`src/rtl/crc16_pkg.sv`:
```
package crc16_pkg;
  localparam int unsigned CRC_W  = 16;
  localparam int unsigned BYTE_W = 8;
  localparam logic [CRC_W-1:0] CRC_POLY   = 16'h1021;
  localparam logic [CRC_W-1:0] CRC_PRESET = 16'hFFFF;
  typedef logic [CRC_W-1:0]  crc_t;
  typedef logic [BYTE_W-1:0] byte_t;
endpackage

```
`src/rtl/crc16_step.sv`:
```
// N chained MSB-first shift/conditional-XOR steps, purely combinational.
module crc16_step #(
  parameter int unsigned          W    = 16,
  parameter int unsigned          N    = 1,
  parameter logic [W-1:0]         POLY = 16'h1021
) (
  input  logic [W-1:0] state_i,
  output logic [W-1:0] state_o
);
  logic [W-1:0] chain [N+1];

  assign chain[0] = state_i;

  for (genvar k = 0; k < N; k++) begin : g_step
    logic [W-1:0] shifted;
    assign shifted    = {chain[k][W-2:0], 1'b0};
    assign chain[k+1] = chain[k][W-1] ? (shifted ^ POLY) : shifted;
  end

  assign state_o = chain[N];
endmodule

```
`src/rtl/crc16_ctrl.sv`:
```
// Handshake, step sequencing and done generation.
module crc16_ctrl #(
  parameter int unsigned STEPS_PER_CYCLE = 1,
  parameter int unsigned BYTE_W          = 8
) (
  input  logic clk_i,
  input  logic rst_ni,
  input  logic in_valid_i,
  input  logic last_i,
  output logic in_ready_o,
  output logic accept_o,
  output logic step_en_o,
  output logic done_o
);
  localparam bit          FUSED  = (STEPS_PER_CYCLE >= BYTE_W);
  localparam int unsigned PASSES = FUSED ? 1 : BYTE_W / STEPS_PER_CYCLE;
  localparam int unsigned CNT_W  = $clog2(PASSES + 1);

  logic done_q;
  assign done_o = done_q;

  if (FUSED) begin : g_fused
    assign in_ready_o = 1'b1;
    assign accept_o   = in_valid_i;
    assign step_en_o  = 1'b0;

    always_ff @(posedge clk_i or negedge rst_ni) begin
      if (!rst_ni) done_q <= 1'b0;
      else         done_q <= accept_o & last_i;
    end


    done_after_last_chk: assert property (@(posedge clk_i) disable iff (!rst_ni)
      (accept_o && last_i) |=> done_o);
  end else begin : g_stepped
    logic [CNT_W-1:0] cnt_q;
    logic             last_q;
    logic             busy;

    assign busy       = (cnt_q != '0);
    assign in_ready_o = ~busy;
    assign accept_o   = in_valid_i & ~busy;
    assign step_en_o  = busy;

    always_ff @(posedge clk_i or negedge rst_ni) begin
      if (!rst_ni) begin
        cnt_q  <= '0;
        last_q <= 1'b0;
        done_q <= 1'b0;
      end else begin
        done_q <= busy && (cnt_q == CNT_W'(1)) && last_q;
        if (accept_o) begin
          cnt_q  <= CNT_W'(PASSES);
          last_q <= last_i;
        end else if (busy) begin
          cnt_q  <= cnt_q - CNT_W'(1);
        end
      end
    end


    ready_drops_chk: assert property (@(posedge clk_i) disable iff (!rst_ni)
      accept_o |=> !in_ready_o);

    done_single_chk: assert property (@(posedge clk_i) disable iff (!rst_ni)
      done_o |=> !done_o);

    done_idle_chk: assert property (@(posedge clk_i) disable iff (!rst_ni)
      done_o |-> in_ready_o);
  end
endmodule

```
`src/rtl/crc16_byte_engine.sv`:
```
module crc16_byte_engine
  import crc16_pkg::*;
#(
  parameter int unsigned     STEPS_PER_CYCLE = 1,   // 1, 2, 4 or 8 (8 = fused)
  parameter logic [CRC_W-1:0] POLY           = CRC_POLY,
  parameter logic [CRC_W-1:0] PRESET         = CRC_PRESET
) (
  input  logic              clk_i,
  input  logic              rst_ni,
  input  logic              sof_i,
  input  logic              in_valid_i,
  input  logic [BYTE_W-1:0] in_data_i,
  input  logic              last_i,
  output logic              in_ready_o,
  output logic [CRC_W-1:0]  crc_o,
  output logic              done_o
);
  localparam bit          FUSED = (STEPS_PER_CYCLE >= BYTE_W);
  localparam int unsigned NSTEP = FUSED ? BYTE_W : STEPS_PER_CYCLE;
  localparam int unsigned PAD_W = CRC_W - BYTE_W;

  logic accept, step_en;
  crc_t crc_q, base, absorbed, step_in, step_out;

  crc16_ctrl #(
    .STEPS_PER_CYCLE(STEPS_PER_CYCLE),
    .BYTE_W         (BYTE_W)
  ) u_ctrl (
    .clk_i      (clk_i),
    .rst_ni     (rst_ni),
    .in_valid_i (in_valid_i),
    .last_i     (last_i),
    .in_ready_o (in_ready_o),
    .accept_o   (accept),
    .step_en_o  (step_en),
    .done_o     (done_o)
  );

  assign base     = sof_i ? PRESET : crc_q;
  assign absorbed = base ^ {in_data_i, {PAD_W{1'b0}}};
  assign step_in  = FUSED ? absorbed : crc_q;

  crc16_step #(
    .W    (CRC_W),
    .N    (NSTEP),
    .POLY (POLY)
  ) u_step (
    .state_i (step_in),
    .state_o (step_out)
  );

  always_ff @(posedge clk_i or negedge rst_ni) begin
    if (!rst_ni)       crc_q <= PRESET;
    else if (accept)   crc_q <= FUSED ? step_out : absorbed;
    else if (step_en)  crc_q <= step_out;
  end

  assign crc_o = crc_q;


  crc_hold_chk: assert property (@(posedge clk_i) disable iff (!rst_ni)
    (!accept && !step_en) |=> $stable(crc_o));

  if (!FUSED) begin : g_stepped_chk

    sof_preset_chk: assert property (@(posedge clk_i) disable iff (!rst_ni)
      (accept && sof_i) |=> crc_o == (PRESET ^ {$past(in_data_i), {PAD_W{1'b0}}}));

    absorb_chk: assert property (@(posedge clk_i) disable iff (!rst_ni)
      (accept && !sof_i) |=> crc_o == ($past(crc_o) ^ {$past(in_data_i), {PAD_W{1'b0}}}));
  end

  if (STEPS_PER_CYCLE == 1) begin : g_bit_chk

    bit_step_chk: assert property (@(posedge clk_i) disable iff (!rst_ni)
      step_en |=> crc_o == ({$past(crc_o[CRC_W-2:0]), 1'b0} ^
                            ($past(crc_o[CRC_W-1]) ? POLY : '0)));
  end
endmodule

```
`config.mk`:
```
export PLATFORM = sky130hd
export DESIGN_NAME = crc16_byte_engine
export DESIGN_NICKNAME = d
export VERILOG_FILES = /design/src/rtl/crc16_pkg.sv /design/src/rtl/crc16_step.sv /design/src/rtl/crc16_ctrl.sv /design/src/rtl/crc16_byte_engine.sv
export SDC_FILE = /design/constraint.sdc
export NUM_CORES = 1
export LEC_CHECK = 0
export BUFFER_PORTS_ARGS = -buffer_cell sky130_fd_sc_hd__buf_4
export CORE_MARGIN = 4
export CORE_UTILIZATION = 25
export DETAILED_ROUTE_END_ITERATION = 10
export SYNTH_ARGS = -nofsm -noshare
export SYNTH_HDL_FRONTEND = slang
export SYNTH_SLANG_ARGS = --single-unit
```
`constraint.sdc`:
```
create_clock -name clk_i -period 2.1 [get_ports clk_i]
set_input_delay 0.21 -clock clk_i [delete_from_list [all_inputs] [get_ports clk_i]]
set_output_delay 0.21 -clock clk_i [all_outputs]
set_load 0.005 [all_outputs]
```
# ---- Word level (Yosys, flattened, before mapping)
# Cells that the tools add are included.
dict set report totals {
  mem_bits_ro 0
  word_cells 20
  n_memories 0
  latchBits 0
  ram_bits 0
  regBits 22
  output_inout_bits 18
}
dict set report op_classes {
  n_div 0
  muxes 6
  eq_ne 1
  bitwise 4
  addsub 1
  reduce_logical 4
  magnitude_cmp 0
  n_mul 0
  shift 0
}
# operator n
set ops {}
lappend ops {{$mux W16} 3}
lappend ops {{$xor A16 B16 Y16} 1}
lappend ops {{$mux W13} 1}
lappend ops {{$mux W4} 2}
lappend ops {{$eq A4 B1 Y1 const B} 1}
lappend ops {{$reduce_bool A4 Y1} 1}
lappend ops {{$sub A4 B1 Y4 const B} 1}
lappend ops {{$not A3 Y3} 1}
lappend ops {{$logic_and A1 B1 Y1} 2}
lappend ops {{$reduce_bool A2 Y1} 1}
lappend ops {{$and A1 B1 Y1} 1}
lappend ops {{$not A1 Y1} 1}

# ---- Longest topological paths before layout
dict set report depth {
  ltp_word 4
  depth_mapped 8
  ltp_nobuf 6
}

# ---- Modules after synthesis
# A second synthesis with hierarchy kept.
dict set report unflattened {
  cells_unflattened 127
  area_unflattened_um2 1360.1
}
# mod instances cells_each seq_area_each_um2 area_each_um2
set by_module_without_submodules {}
lappend by_module_without_submodules {crc16_byte_engine 1 81 420.4 897.1}
lappend by_module_without_submodules {crc16_ctrl 1 30 150.1 340.3}
lappend by_module_without_submodules {crc16_step 1 16 0.0 122.6}

# ---- Worst setup path after synthesis
# No wires, ideal clock.
dict set report synth_path {
  path_kind {reg2reg}
  start {register u_ctrl.g_stepped.cnt_q[0]}
  end {register u_ctrl.g_stepped.last_q}
  n_path_buf 1
  path_stages_with_launch 8
  required_time_ps 1975
  setup_ps 125
  slack_ps 432
  arrival_ps 1543
  path_cell_list {dfrtp_1 inv_1 ha_1 or3b_1 buf_6 clkinv_4 nand2_2 mux2_4}
}
dict set report synth_between {
  elab_chain_cells 3
}
# element line_no
set synth_lines {}
lappend synth_lines {{start: declaration} crc16_ctrl.sv:36} ;# logic [CNT_W-1:0] cnt_q;
lappend synth_lines {{start signal: assignment} crc16_ctrl.sv:53} ;# cnt_q <= CNT_W'(PASSES);
lappend synth_lines {{start signal: assignment} crc16_ctrl.sv:56} ;# cnt_q <= cnt_q - CNT_W'(1);
lappend synth_lines {{$reduce_bool A4 Y1} crc16_ctrl.sv:40} ;# assign busy = (cnt_q != '0);
lappend synth_lines {{$not A1 Y1} crc16_ctrl.sv:42} ;# assign accept_o = in_valid_i & ~busy;
lappend synth_lines {{$and A1 B1 Y1} crc16_ctrl.sv:42}
lappend synth_lines {{end signal: assignment} crc16_ctrl.sv:54} ;# last_q <= last_i;
lappend synth_lines {{end: declaration} crc16_ctrl.sv:37} ;# logic last_q;
# Every way passes these cells.
# A chain may end at the register's enable or synchronous reset.

# ---- Worst setup path in the final report
dict set report layout_path {
  start {register u_ctrl.g_stepped.cnt_q[0]}
  end {output port in_ready_o}
}
dict set report layout_between {
  elab_chain_cells 2
}
# element line_no
set layout_lines {}
lappend layout_lines {{$reduce_bool A4 Y1} crc16_ctrl.sv:40}
lappend layout_lines {{$not A1 Y1} crc16_ctrl.sv:41} ;# assign in_ready_o = ~busy;
lappend layout_lines {{end: declaration} crc16_byte_engine.sv:14} ;# output logic in_ready_o,
# Every way passes these cells.

==> impl_results.md <==
* M1 GR Usage at 0.122
* Die area at 0.00564 mm2
* Reg2reg end: u_ctrl.g_stepped.last_q
* Clk sink count at 22
* GPL Wtd Cong at 0.753
* Routed wire length at 2690 um
* Power Dens Cells at 1480 mW/mm2
* # IOs at 31
* CTS H-tree depth at 1
* Final setup viols at 0
* VDD IR max at 0.751 mV
* Initial DRC count at 37
* Starting Density at 0.258
* Fin nets at 162
* Syn. warnings at 0
* Fin. max-slew vios at 0
* Synthesized flop and latch total at 22
* Commonest non-fill, non-tap cell in the layout: buf_4
* Crit Path Class: flop to output pin
* Pre-CTS WS at 0.254 ns
* Syn avg cell area at 9.61 um2
* Final Power at 2140 uW
* Worst Hold Depth at 2
* Setup crit end kind: output pin
* R2R Setup Slk at 0.31 ns
* Hpwl dp at 1960 um
* Sequential area share after synthesis at 0.507
* Synth cell types at 25
* WL per Instance at 13.6 um
* Reg-to-Reg Start: u_ctrl.g_stepped.cnt_q[0]
* RSZ-0062 raised after global routing: no
* Asr flop ratio synth at 1.00
* Area Growth Syn to Fin at 28.7%
* P_leak at 0.000634 uW
* Worst min path class: input pin to flop
* Achievable Freq at 525 MHz
* Worst hold slack at 0.199 ns
* Overall Global Routing Usage at 0.107
* DRC at 0
* Die X at 75.1 um
* Pre-antenna DRT Iters at 4
* Synthesized Nets at 133
* Worst Clk Skew at 0.00248 ns
* Met2 Usage GRT at 0.186
* Switch Pwr at 751 uW
* Die height at 75.1 um
* TritonCTS Buffers at 3
* WP data required at 1.89 ns
* Sequential Power Share at 0.460
* Status: completed
* Clock Power Share at 0.141
* Vias in the first global route at 949
* P_int at 1390 uW
* Top Usage Layer GRT: met2
* Max-Cap Viols at 0
* Mapped Cells at 117
* Gr ovfl total at 0
* Commonest cells after routing, fill and taps aside: 32 x buf_4, 22 x nand2_1, 22 x o21ai_0
* CP Launch Type: flop
* Reg2Reg Depth at 6
* Final setup margin at 0.194 ns
* M3 GR Usage at 0.0267
* Post-Syn Area at 0.00112 mm2
* Final-layout fill cell count at 432
* Initial antenna violation count at 0
* Post-CTS Setup Repair Bufs at 0
* CTS tree: yes
* Worst Hold End: u_ctrl.g_stepped.last_q
* Max Fanout on Critical Path at 14
* Final worst path period share at 0.908
* CP Data Arrival Time at 1.70 ns
* Sw Ratio at 0.351
* Worst slew pin tran at 0.279 ns
* Via count at 943
* Vias per cell at 4.79
* Final Hold Viols at 0
* Slew HR at 0.814
* Share of cells above drive strength 1 at 0.386
* Clk_lat worst skew at 0.26 ns
* Ys flop type: dfstp_2
* Post-synth EDFFs at 0
* First-pass GRT wire length at 4520 um
* CTS Buffer Depth at 2
* Root Driver: clkbuf_8
* Core Box Area at 0.00435 mm2
* Setup_tns at 0 ns
* Ant diodes at 0
* Clk pin slew, worst setup/hold paths at 0.08 ns
* Largest net degree at the start of global routing at 23
* Antenna Nets Post-Route at 0
* Row cnt at 24
* Combinational Power Share at 0.399
* IO Port Bufs at 30
* Clock period minus final worst setup slack at 1.91 ns
* HP Start: last_i
==> logic make-up after synthesis <==
group	share of synthesized area
AOI/OAI and AO/OA	0.242
xor gates and xnor gates	0.0234
adders and majority gates	0.0334
buffers and inverters	0.0590
DFF	0.507
muxes	0.0133
and+or+nand+nor	0.121
==> synth_stat cells, types with 2 or more instances <==
master | instances | share of area
a21oi_1 | 2 | 0.0089
o211ai_1 | 9 | 0.060
nand2_1 | 22 | 0.073
dfrtp_1 | 6 | 0.13
dfstp_2 | 16 | 0.37
ha_1 | 3 | 0.033
buf_2 | 4 | 0.018
clkbuf_1 | 3 | 0.010
o21ai_0 | 22 | 0.098
o21ai_1 | 2 | 0.0089
or3_1 | 2 | 0.011
o31ai_1 | 2 | 0.013
nor3_1 | 2 | 0.0089
o21a_1 | 8 | 0.053
xnor2_1 | 3 | 0.023
inv_1 | 2 | 0.0067
==> worst max-delay path, cell delays in order (launching register included) <==
cell and delay [ns]:
dfrtp_1 0.43, inv_1 0.12, ha_1 0.21, or3b_4 0.44, clkinv_4 0.12, buf_4 0.12
==> registers in the layout, summed over array words and instances, names as in the netlist <==
register                 flops
u_ctrl.g_stepped.last_q      1
u_ctrl.done_o                1
crc_o                       16
u_ctrl.g_stepped.cnt_q       4
==> power by group through the flow <==
stage	registers (uW)	logic, uW	clock network [uW]
2_1_floorplan	948	475	0
3_3_place_gp	969	825	0
3_5_place_dp	982	858	0
4_1_cts	981	866	317
5_1_grt	1020	981	328
6_report	984	852	301
==> how the worst max path moves through the flow <==
stage | from | end | slack, ns
detailed placement | u_ctrl.g_stepped.cnt_q[0] | u_ctrl.g_stepped.last_q | 0.25
CTS | u_ctrl.g_stepped.cnt_q[0] | in_ready_o | 0.10
global route | u_ctrl.g_stepped.cnt_q[0] | in_ready_o | 0.07
floorplan | u_ctrl.g_stepped.cnt_q[0] | u_ctrl.g_stepped.last_q | 0.43
global placement | u_ctrl.g_stepped.cnt_q[0] | u_ctrl.g_stepped.last_q | 0.37
finish | u_ctrl.g_stepped.cnt_q[0] | in_ready_o | 0.19
==> stage by stage <==
stage | cell area (um2) | std cells | util
CTS | 1450 | 197 | 0.332
global route | 1450 | 197 | 0.332
global placement | 1380 | 192 | 0.317
finish | 1450 | 197 | 0.332
floorplan | 1120 | 117 | -
detailed placement | 1380 | 192 | 0.317
==> area by class of cell <==
class | count | area, um2 | area share
Sequential cell | 22 | 571 | 0.394
Multi-Input combinational cell | 83 | 490 | 0.339
Timing Repair Buffer | 33 | 250 | 0.173
Tap cell | 52 | 65.1 | 0.0449
Clock buffer | 4 | 55.1 | 0.0380
Inverter | 3 | 16.3 | 0.0112
==> what timing repair did <==
action	4_1_cts	5_1_grt
hold buffers	1	0
endpoints found under the setup margin	0	1
resized for setup	0	1
endpoints found under the hold margin	6	0
==> per-layer routing <==
layer | up-vias | routed length [um]
met1 | 457 | 1190
li1 | 464 | -
met4 | 0 | 34
met5 | - | 0
met3 | 2 | 143
met2 | 20 | 1320
No activity file was read; power rests on OpenSTA's default activity.
